## src/rtl/i2c_seq_pkg.sv

```systemverilog
package i2c_seq_pkg;
  typedef enum logic [1:0] {
    OP_START = 2'd0,
    OP_WRITE = 2'd1,
    OP_READ  = 2'd2,
    OP_STOP  = 2'd3
  } eng_op_e;

  typedef enum logic [2:0] {
    SQ_IDLE,
    SQ_HOLD,
    SQ_START,
    SQ_SEND,
    SQ_COUNT,
    SQ_RECV,
    SQ_STOP
  } sq_state_e;
endpackage

```

## src/rtl/i2c_seq_decode.sv

```systemverilog
module i2c_seq_decode #(
  parameter int BYTE_W = 8,
  localparam int CMD_W = BYTE_W + 2
) (
  input  logic [CMD_W-1:0]  word,
  output logic              has_start,
  output logic              has_stop,
  output logic              dir_read,
  output logic [BYTE_W-1:0] payload
);
  // flag positions sit directly above the payload byte
  assign has_start = word[BYTE_W];
  assign has_stop  = word[BYTE_W+1];
  assign payload   = word[BYTE_W-1:0];
  assign dir_read  = word[0];
endmodule

```

## src/rtl/i2c_seq_rdcount.sv

```systemverilog
module i2c_seq_rdcount #(
  parameter int W = 8
) (
  input  logic         clk,
  input  logic         rst_n,
  input  logic         load,
  input  logic         dec,
  input  logic [W-1:0] load_val,
  output logic         last
);
  logic [W-1:0] cnt_q, cnt_d;
  logic         cnt_en;

  always_comb begin
    cnt_en = load | dec;
    cnt_d  = load ? load_val : cnt_q - W'(1);
  end

  always_ff @(posedge clk or negedge rst_n) begin
    if (!rst_n)      cnt_q <= '0;
    else if (cnt_en) cnt_q <= cnt_d;
  end

  assign last = (cnt_q == W'(1));
endmodule

```

## src/rtl/i2c_seq_ctrl.sv

```systemverilog
module i2c_seq_ctrl
  import i2c_seq_pkg::*;
#(
  parameter int BYTE_W = 8
) (
  input  logic              clk,
  input  logic              rst_n,
  input  logic              cmd_empty,
  input  logic              w_start,
  input  logic              w_stop,
  input  logic              w_read,
  input  logic [BYTE_W-1:0] w_payload,
  output logic              cmd_pop,
  output logic              eng_req,
  output logic [1:0]        eng_op,
  output logic [BYTE_W-1:0] eng_wdata,
  output logic              eng_nack_out,
  input  logic              eng_done,
  input  logic              eng_nack_in,
  input  logic              eng_arb_lost,
  input  logic [BYTE_W-1:0] eng_rdata,
  output logic              cnt_load,
  output logic              cnt_dec,
  input  logic              cnt_last,
  output logic              rx_push,
  output logic [BYTE_W-1:0] rx_data,
  output logic              ev_tx_error,
  output logic              ev_arb_lost,
  output logic              ev_bus_idle
);
  sq_state_e         st_q, st_d;
  logic [BYTE_W-1:0] byte_q, byte_d;
  logic              stop_q, stop_d;
  logic              addr_q, addr_d;
  logic              rdir_q, rdir_d;
  logic              rstop_q, rstop_d;
  logic              fld_en, rstop_en;
  logic              push_d, err_d, arb_d, idle_d;

  // next-state process
  always_comb begin
    st_d     = st_q;
    byte_d   = byte_q;
    stop_d   = stop_q;
    addr_d   = addr_q;
    rdir_d   = rdir_q;
    rstop_d  = rstop_q;
    fld_en   = 1'b0;
    rstop_en = 1'b0;
    cmd_pop  = 1'b0;
    cnt_load = 1'b0;
    cnt_dec  = 1'b0;
    push_d   = 1'b0;
    err_d    = 1'b0;
    arb_d    = 1'b0;
    idle_d   = 1'b0;
    unique case (st_q)
      SQ_IDLE: begin
        if (!cmd_empty) begin
          cmd_pop = 1'b1;
          if (w_start) begin
            fld_en = 1'b1;
            byte_d = w_payload;
            stop_d = w_stop;
            addr_d = 1'b1;
            rdir_d = w_read;
            st_d   = SQ_START;
          end
        end
      end
      SQ_HOLD: begin
        if (!cmd_empty) begin
          cmd_pop = 1'b1;
          fld_en  = 1'b1;
          byte_d  = w_payload;
          stop_d  = w_stop;
          addr_d  = w_start;
          rdir_d  = w_start & w_read;
          st_d    = w_start ? SQ_START : SQ_SEND;
        end
      end
      SQ_START: begin
        if (eng_done) begin
          arb_d = eng_arb_lost;
          st_d  = eng_arb_lost ? SQ_IDLE : SQ_SEND;
        end
      end
      SQ_SEND: begin
        if (eng_done) begin
          if (eng_arb_lost) begin
            arb_d = 1'b1;
            st_d  = SQ_IDLE;
          end else if (eng_nack_in) begin
            err_d = 1'b1;
            st_d  = SQ_STOP;
          end else if (addr_q && rdir_q) begin
            st_d = SQ_COUNT;
          end else begin
            st_d = stop_q ? SQ_STOP : SQ_HOLD;
          end
        end
      end
      SQ_COUNT: begin
        if (!cmd_empty) begin
          cmd_pop  = 1'b1;
          cnt_load = 1'b1;
          rstop_en = 1'b1;
          rstop_d  = w_stop;
          if (w_payload == '0) st_d = w_stop ? SQ_STOP : SQ_HOLD;
          else                 st_d = SQ_RECV;
        end
      end
      SQ_RECV: begin
        if (eng_done) begin
          if (eng_arb_lost) begin
            arb_d = 1'b1;
            st_d  = SQ_IDLE;
          end else begin
            push_d = 1'b1;
            if (cnt_last) begin
              err_d = 1'b1;
              st_d  = rstop_q ? SQ_STOP : SQ_HOLD;
            end else begin
              cnt_dec = 1'b1;
            end
          end
        end
      end
      SQ_STOP: begin
        if (eng_done) begin
          arb_d  = eng_arb_lost;
          idle_d = !eng_arb_lost;
          st_d   = SQ_IDLE;
        end
      end
      default: st_d = SQ_IDLE;
    endcase
  end

  // register process
  always_ff @(posedge clk or negedge rst_n) begin
    if (!rst_n) begin
      st_q        <= SQ_IDLE;
      byte_q      <= '0;
      stop_q      <= 1'b0;
      addr_q      <= 1'b0;
      rdir_q      <= 1'b0;
      rstop_q     <= 1'b0;
      rx_push     <= 1'b0;
      rx_data     <= '0;
      ev_tx_error <= 1'b0;
      ev_arb_lost <= 1'b0;
      ev_bus_idle <= 1'b0;
    end else begin
      st_q        <= st_d;
      rx_push     <= push_d;
      ev_tx_error <= err_d;
      ev_arb_lost <= arb_d;
      ev_bus_idle <= idle_d;
      if (fld_en) begin
        byte_q <= byte_d;
        stop_q <= stop_d;
        addr_q <= addr_d;
        rdir_q <= rdir_d;
      end
      if (rstop_en) rstop_q <= rstop_d;
      if (push_d)   rx_data <= eng_rdata;
    end
  end

  // engine request decode
  always_comb begin
    eng_req = 1'b1;
    eng_op  = OP_START;
    unique case (st_q)
      SQ_START: eng_op = OP_START;
      SQ_SEND:  eng_op = OP_WRITE;
      SQ_RECV:  eng_op = OP_READ;
      SQ_STOP:  eng_op = OP_STOP;
      default:  eng_req = 1'b0;
    endcase
  end
  assign eng_wdata    = byte_q;
  assign eng_nack_out = (st_q == SQ_RECV) && cnt_last;

  // a pending request does not move before it completes
  p_req_held_r12: assert property (@(posedge clk) disable iff (!rst_n)
    eng_req && !eng_done |=> eng_req && $stable(eng_op));

  // a received byte is only pushed after a completed read
  p_push_after_read_r5: assert property (@(posedge clk) disable iff (!rst_n)
    rx_push |-> $past(eng_done && !eng_arb_lost && eng_op == OP_READ));

  // bus idle only follows a completed stop
  p_idle_after_stop_r3: assert property (@(posedge clk) disable iff (!rst_n)
    ev_bus_idle |-> $past(eng_done && !eng_arb_lost && eng_op == OP_STOP));

  // after arbitration loss nothing is requested
  p_abandon_r9: assert property (@(posedge clk) disable iff (!rst_n)
    ev_arb_lost |-> !eng_req);

  // error events come from a NACK seen or a final read
  p_err_source_r8: assert property (@(posedge clk) disable iff (!rst_n)
    ev_tx_error |-> $past(eng_done && !eng_arb_lost &&
                          (eng_nack_in || eng_op == OP_READ)));

  // NACK is only sent on a read
  p_nack_only_read_r5: assert property (@(posedge clk) disable iff (!rst_n)
    eng_nack_out |-> eng_req && eng_op == OP_READ);
endmodule

```

## src/rtl/i2c_cmd_seq.sv

```systemverilog
module i2c_cmd_seq #(
  parameter int BYTE_W = 8,
  localparam int CMD_W = BYTE_W + 2,
  localparam int CNT_W = BYTE_W
) (
  input  logic              clk,
  input  logic              rst_n,
  input  logic              cmd_empty,
  input  logic [CMD_W-1:0]  cmd_word,
  output logic              cmd_pop,
  output logic              eng_req,
  output logic [1:0]        eng_op,
  output logic [BYTE_W-1:0] eng_wdata,
  output logic              eng_nack_out,
  input  logic              eng_done,
  input  logic              eng_nack_in,
  input  logic              eng_arb_lost,
  input  logic [BYTE_W-1:0] eng_rdata,
  output logic              rx_push,
  output logic [BYTE_W-1:0] rx_data,
  output logic              ev_tx_error,
  output logic              ev_arb_lost,
  output logic              ev_bus_idle
);
  logic              w_start, w_stop, w_read;
  logic [BYTE_W-1:0] w_payload;
  logic              cnt_load, cnt_dec, cnt_last;

  i2c_seq_decode #(.BYTE_W(BYTE_W)) u_dec (
    .word      (cmd_word),
    .has_start (w_start),
    .has_stop  (w_stop),
    .dir_read  (w_read),
    .payload   (w_payload)
  );

  i2c_seq_rdcount #(.W(CNT_W)) u_cnt (
    .clk      (clk),
    .rst_n    (rst_n),
    .load     (cnt_load),
    .dec      (cnt_dec),
    .load_val (w_payload),
    .last     (cnt_last)
  );

  i2c_seq_ctrl #(.BYTE_W(BYTE_W)) u_ctrl (
    .clk          (clk),
    .rst_n        (rst_n),
    .cmd_empty    (cmd_empty),
    .w_start      (w_start),
    .w_stop       (w_stop),
    .w_read       (w_read),
    .w_payload    (w_payload),
    .cmd_pop      (cmd_pop),
    .eng_req      (eng_req),
    .eng_op       (eng_op),
    .eng_wdata    (eng_wdata),
    .eng_nack_out (eng_nack_out),
    .eng_done     (eng_done),
    .eng_nack_in  (eng_nack_in),
    .eng_arb_lost (eng_arb_lost),
    .eng_rdata    (eng_rdata),
    .cnt_load     (cnt_load),
    .cnt_dec      (cnt_dec),
    .cnt_last     (cnt_last),
    .rx_push      (rx_push),
    .rx_data      (rx_data),
    .ev_tx_error  (ev_tx_error),
    .ev_arb_lost  (ev_arb_lost),
    .ev_bus_idle  (ev_bus_idle)
  );
endmodule

```

## config.mk

```make
export PLATFORM = sky130hd
export DESIGN_NAME = i2c_cmd_seq
export DESIGN_NICKNAME = d
export VERILOG_FILES = /design/src/rtl/i2c_seq_pkg.sv /design/src/rtl/i2c_seq_decode.sv /design/src/rtl/i2c_seq_rdcount.sv /design/src/rtl/i2c_seq_ctrl.sv /design/src/rtl/i2c_cmd_seq.sv
export SDC_FILE = /design/constraint.sdc
export NUM_CORES = 1
export LEC_CHECK = 0
export CAP_MARGIN = 20
export CORE_MARGIN = 2
export CORE_UTILIZATION = 52
export CTS_CLUSTER_SIZE = 10
export DETAILED_ROUTE_END_ITERATION = 10
export PLACE_DENSITY = 0.83
export RECOVER_POWER = 25
export SLEW_MARGIN = 25
export SYNTH_ARGS = -nofsm -noshare
export SYNTH_HDL_FRONTEND = slang
export SYNTH_HIERARCHICAL = 1
export SYNTH_SLANG_ARGS = --single-unit
export TNS_END_PERCENT = 30
```

## constraint.sdc

```tcl
create_clock -name clk -period 4 [get_ports clk]
set_input_delay 1 -clock clk [delete_from_list [all_inputs] [get_ports clk]]
set_output_delay 1 -clock clk [all_outputs]
set_load 0.03 [all_outputs]
```

==> run summary <==
Vias in the first global route: 1,514
RD Place Congestion: 0.905
Chip height: 64.1 um
Total iterations of the first detailed-routing run: 4
Placed insts: 259
Number of flops mapped to enable cells by yosys: 0
CP max stage delay: 0.72 ns
Root buf cell: clkbuf_4
Die X: 64.1 um
Fmax: 0.269 GHz
Clock transition at the registers of the reported paths: 0.11 ns
IO buf count: 48
Hold Path Class: reg -> reg
Req. time, crit path: 3.00 ns
R2R cell count: 6
Worst-Margin Slew: 1.85 ns
Final wirelength: 4380 um
Origin of the worst setup path: u_cnt/cnt_q[3]
Final setup fails: 0
Fraction of the yosys area taken by sequential cells: 0.467
Top Family by Delay on Critical Path: simple AND/OR/NAND/NOR gates
Post-route minimum period: 3.71 ns
Arr. time, crit path: 2.71 ns
CP Depth: 4
Pwr dens: 724 mW/mm^2
Setup TNS: 0 ns
MaxCap Viol Count: 1
Clk_lat worst skew: 0.35 ns
CTS max path bufs: 2
Slowest CP cell: clkdlybuf4s50_1
Clock sinks: 35
Final period utilization: 0.928
Reg2reg start: u_ctrl/st_q[2]
First-pass GRT wire length: 7200 um
Synth Register Bits: 35
Initial Utilization: 0.553
H-Tree Depth: 2
Fill cells: 250
Synth unique cells: 43
Post-route ant nets: 0
Slew headroom: -0.231
FP Rows: 21
DP HPWL: 3230 um
CP Class: reg -> out
Avg WL per Cell: 16.4 um
R2r endpoint: u_cnt/cnt_q[5]
Reg2Reg Setup Slack: 1.19 ns
Area leader, netlist: dfrtp_1
Syn_area_per_cell: 10.4 sq um
Final core occ: 0.707
Critical path endpoint: eng_nack_out
Synthesized area: 0.00188 sq mm
Number of buffers created by CTS: 5
Vias per Instance: 5.68
CP Cell Sequence: or4_1, nor4b_2, nor3b_1, clkdlybuf4s50_1
Failing checks: capacitance limit, slew limit
LEAKAGE: 0.970 nW
# diodes: 0
CP startpoint kind: flop
Synthesized instance count: 180
FFs w/ async S/R, synth: 1.00
Initial antenna violation count: 0
Max Slew Vio Count: 36
Area Growth Syn to Fin: 27.8%
CP Max Fanout: 7
Syn Nets: 206
Gr ovfl total: 0
Skew final: 0.0149 ns
Setup crit end kind: primary output
Iter 0 DRT Violations: 141
Final cell count without fillers: 267
Dominant cells by area after synthesis: dfrtp_1, mux2_2, buf_4
Synthesis Warnings: 6
Top cell type's share of synthesized area: 0.467
Status: complete, but fails checks
Fin. Hold Viols: 0
Hold slack: 0.525 ns
Core area: 0.00339 sq mm
Worst VDD drop: 0.400 mV
Top FF cell, synth: dfrtp_1
TritonCTS clock tree: built
Die area: 0.00410 sq mm
Vias: 1,517
WP buf/inv: 1
Share of cells above drive strength 1: 0.145
RSZ-0062 raised after global routing: no
Residual DRC: 0
Post-layout nets: 246
GRT Util Overall: 0.229
# IOs: 49
Largest net degree at the start of global routing: 36
## where the power goes
| group | internal (mW) | total, mW | switching (mW) |
|---|---|---|---|
| clock | 0.103 | 0.226 | 0.123 |
| sequential | 0.508 | 0.673 | 0.164 |
| combinational | 0.395 | 0.837 | 0.442 |
## registers in the layout, summed over array words and instances (netlist names), 3 cells and up
name	cells
u_ctrl/st_q	3
u_ctrl/rx_data	8
u_cnt/cnt_q	8
u_ctrl/eng_wdata	8
## cells by family (layout without fill, tap and decap cells)
| logic type | count (synthesis) | count (layout) | share of synthesized area |
|---|---|---|---|
| compound gates | 35 | 35 | 0.131 |
| flops | 35 | 35 | 0.467 |
| buf+inv | 26 | 67 | 0.0787 |
| xor+xnor | 5 | 5 | 0.0234 |
| fa+ha+maj | 2 | 2 | 0.0133 |
| simple gates | 60 | 60 | 0.185 |
| mux | 17 | 17 | 0.101 |
## cells in the final DEF, fill, tap and decap left out, types with 2 or more instances in the layout
cell | Yosys | routed
clkdlybuf4s50_1 | 0 | 47
dfrtp_1 | 35 | 35
nand2_1 | 17 | 17
mux2_2 | 16 | 16
o21ai_0 | 12 | 12
nor2_1 | 8 | 8
inv_1 | 7 | 7
clkbuf_4 | 0 | 5
or4_1 | 5 | 5
and2_1 | 4 | 4
nor2b_1 | 4 | 4
a21oi_1 | 4 | 4
nand3b_1 | 3 | 3
or3_1 | 3 | 3
a31oi_1 | 3 | 3
xor2_1 | 3 | 3
o211ai_1 | 3 | 3
o31ai_1 | 3 | 3
and3_1 | 3 | 3
nor3_1 | 3 | 3
buf_4 | 12 | 3
clkbuf_8 | 0 | 2
xnor2_1 | 2 | 2
ha_1 | 2 | 2
nor3b_1 | 2 | 2
o41ai_1 | 2 | 2
## timing repair
| action | in CTS | in global routing |
|---|---|---|
| setup endpoints to repair | 0 | 1 |
| gates resized for setup | 0 | 1 |
| hold buffers | 0 | 0 |
| setup buffers | 0 | 0 |
## layout make-up
class | count | area, sq um | share of cell area
multi-input cells | 119 | 858 | 0.358
well taps | 46 | 57.6 | 0.0240
clock inverters | 1 | 7.51 | 0.00313
repair buffers | 52 | 507 | 0.211
flip-flops and latches | 35 | 876 | 0.365
clock buffers | 7 | 65.1 | 0.0271
inverters | 7 | 26.3 | 0.0110
## how the worst min path moves through the flow
stage               slack [ns]  cells after the start           startpoint             endpoint
floorplan                 0.46                      2        u_ctrl/addr_q        u_ctrl/addr_q
global placement          0.48                      2        u_ctrl/addr_q        u_ctrl/addr_q
detailed placement        0.50                      1  u_ctrl/eng_wdata[2]  u_ctrl/eng_wdata[2]
CTS                       0.53                      1    u_ctrl/rx_data[1]    u_ctrl/rx_data[1]
global route              0.54                      1  u_ctrl/eng_wdata[1]  u_ctrl/eng_wdata[1]
finish                    0.53                      1  u_ctrl/eng_wdata[1]  u_ctrl/eng_wdata[1]
## synth_stat cells, drive strengths merged (2+ instances only)
master / instances
nand2: 17
o41ai: 2
nor3: 3
nor3b: 2
buf: 17
or3: 3
dfrtp: 35
ha: 2
xnor2: 2
or4: 6
nor2: 8
and2: 4
o211ai: 3
o21ai: 13
o31ai: 3
inv: 7
a21oi: 4
a31oi: 3
nor2b: 4
mux2: 16
and3: 3
nand3b: 3
clkbuf: 2
xor2: 3
## metrics by stage
stage	total power, mW	worst slack (ns)	area, sq um
after floorplan	1.19	0.771	1880
after global placement	1.47	0.455	2320
after detailed placement	1.51	0.327	2320
after CTS	1.73	0.182	2390
after global routing	1.83	0.151	2400
final	1.74	0.288	2400
## worst reg2reg max path: cells and delay by family, from the launching register on
kind | cells | cell delay (ns)
AOI/OAI and AO/OA | 1 | 0.18
DFF | 1 | 0.69
and+or+nand+nor | 5 | 1.87
## layer usage
metal  vias up  GRT usage  wire [um]  share of wire
met5         -          0          0              0
met4         0     0.0897         65          0.015
met3         6     0.0599        239          0.055
met2        56      0.385       2300           0.52
met1       739      0.279       1780           0.41
li1        716          -          -              -
Power figures use the tool's default switching activity.
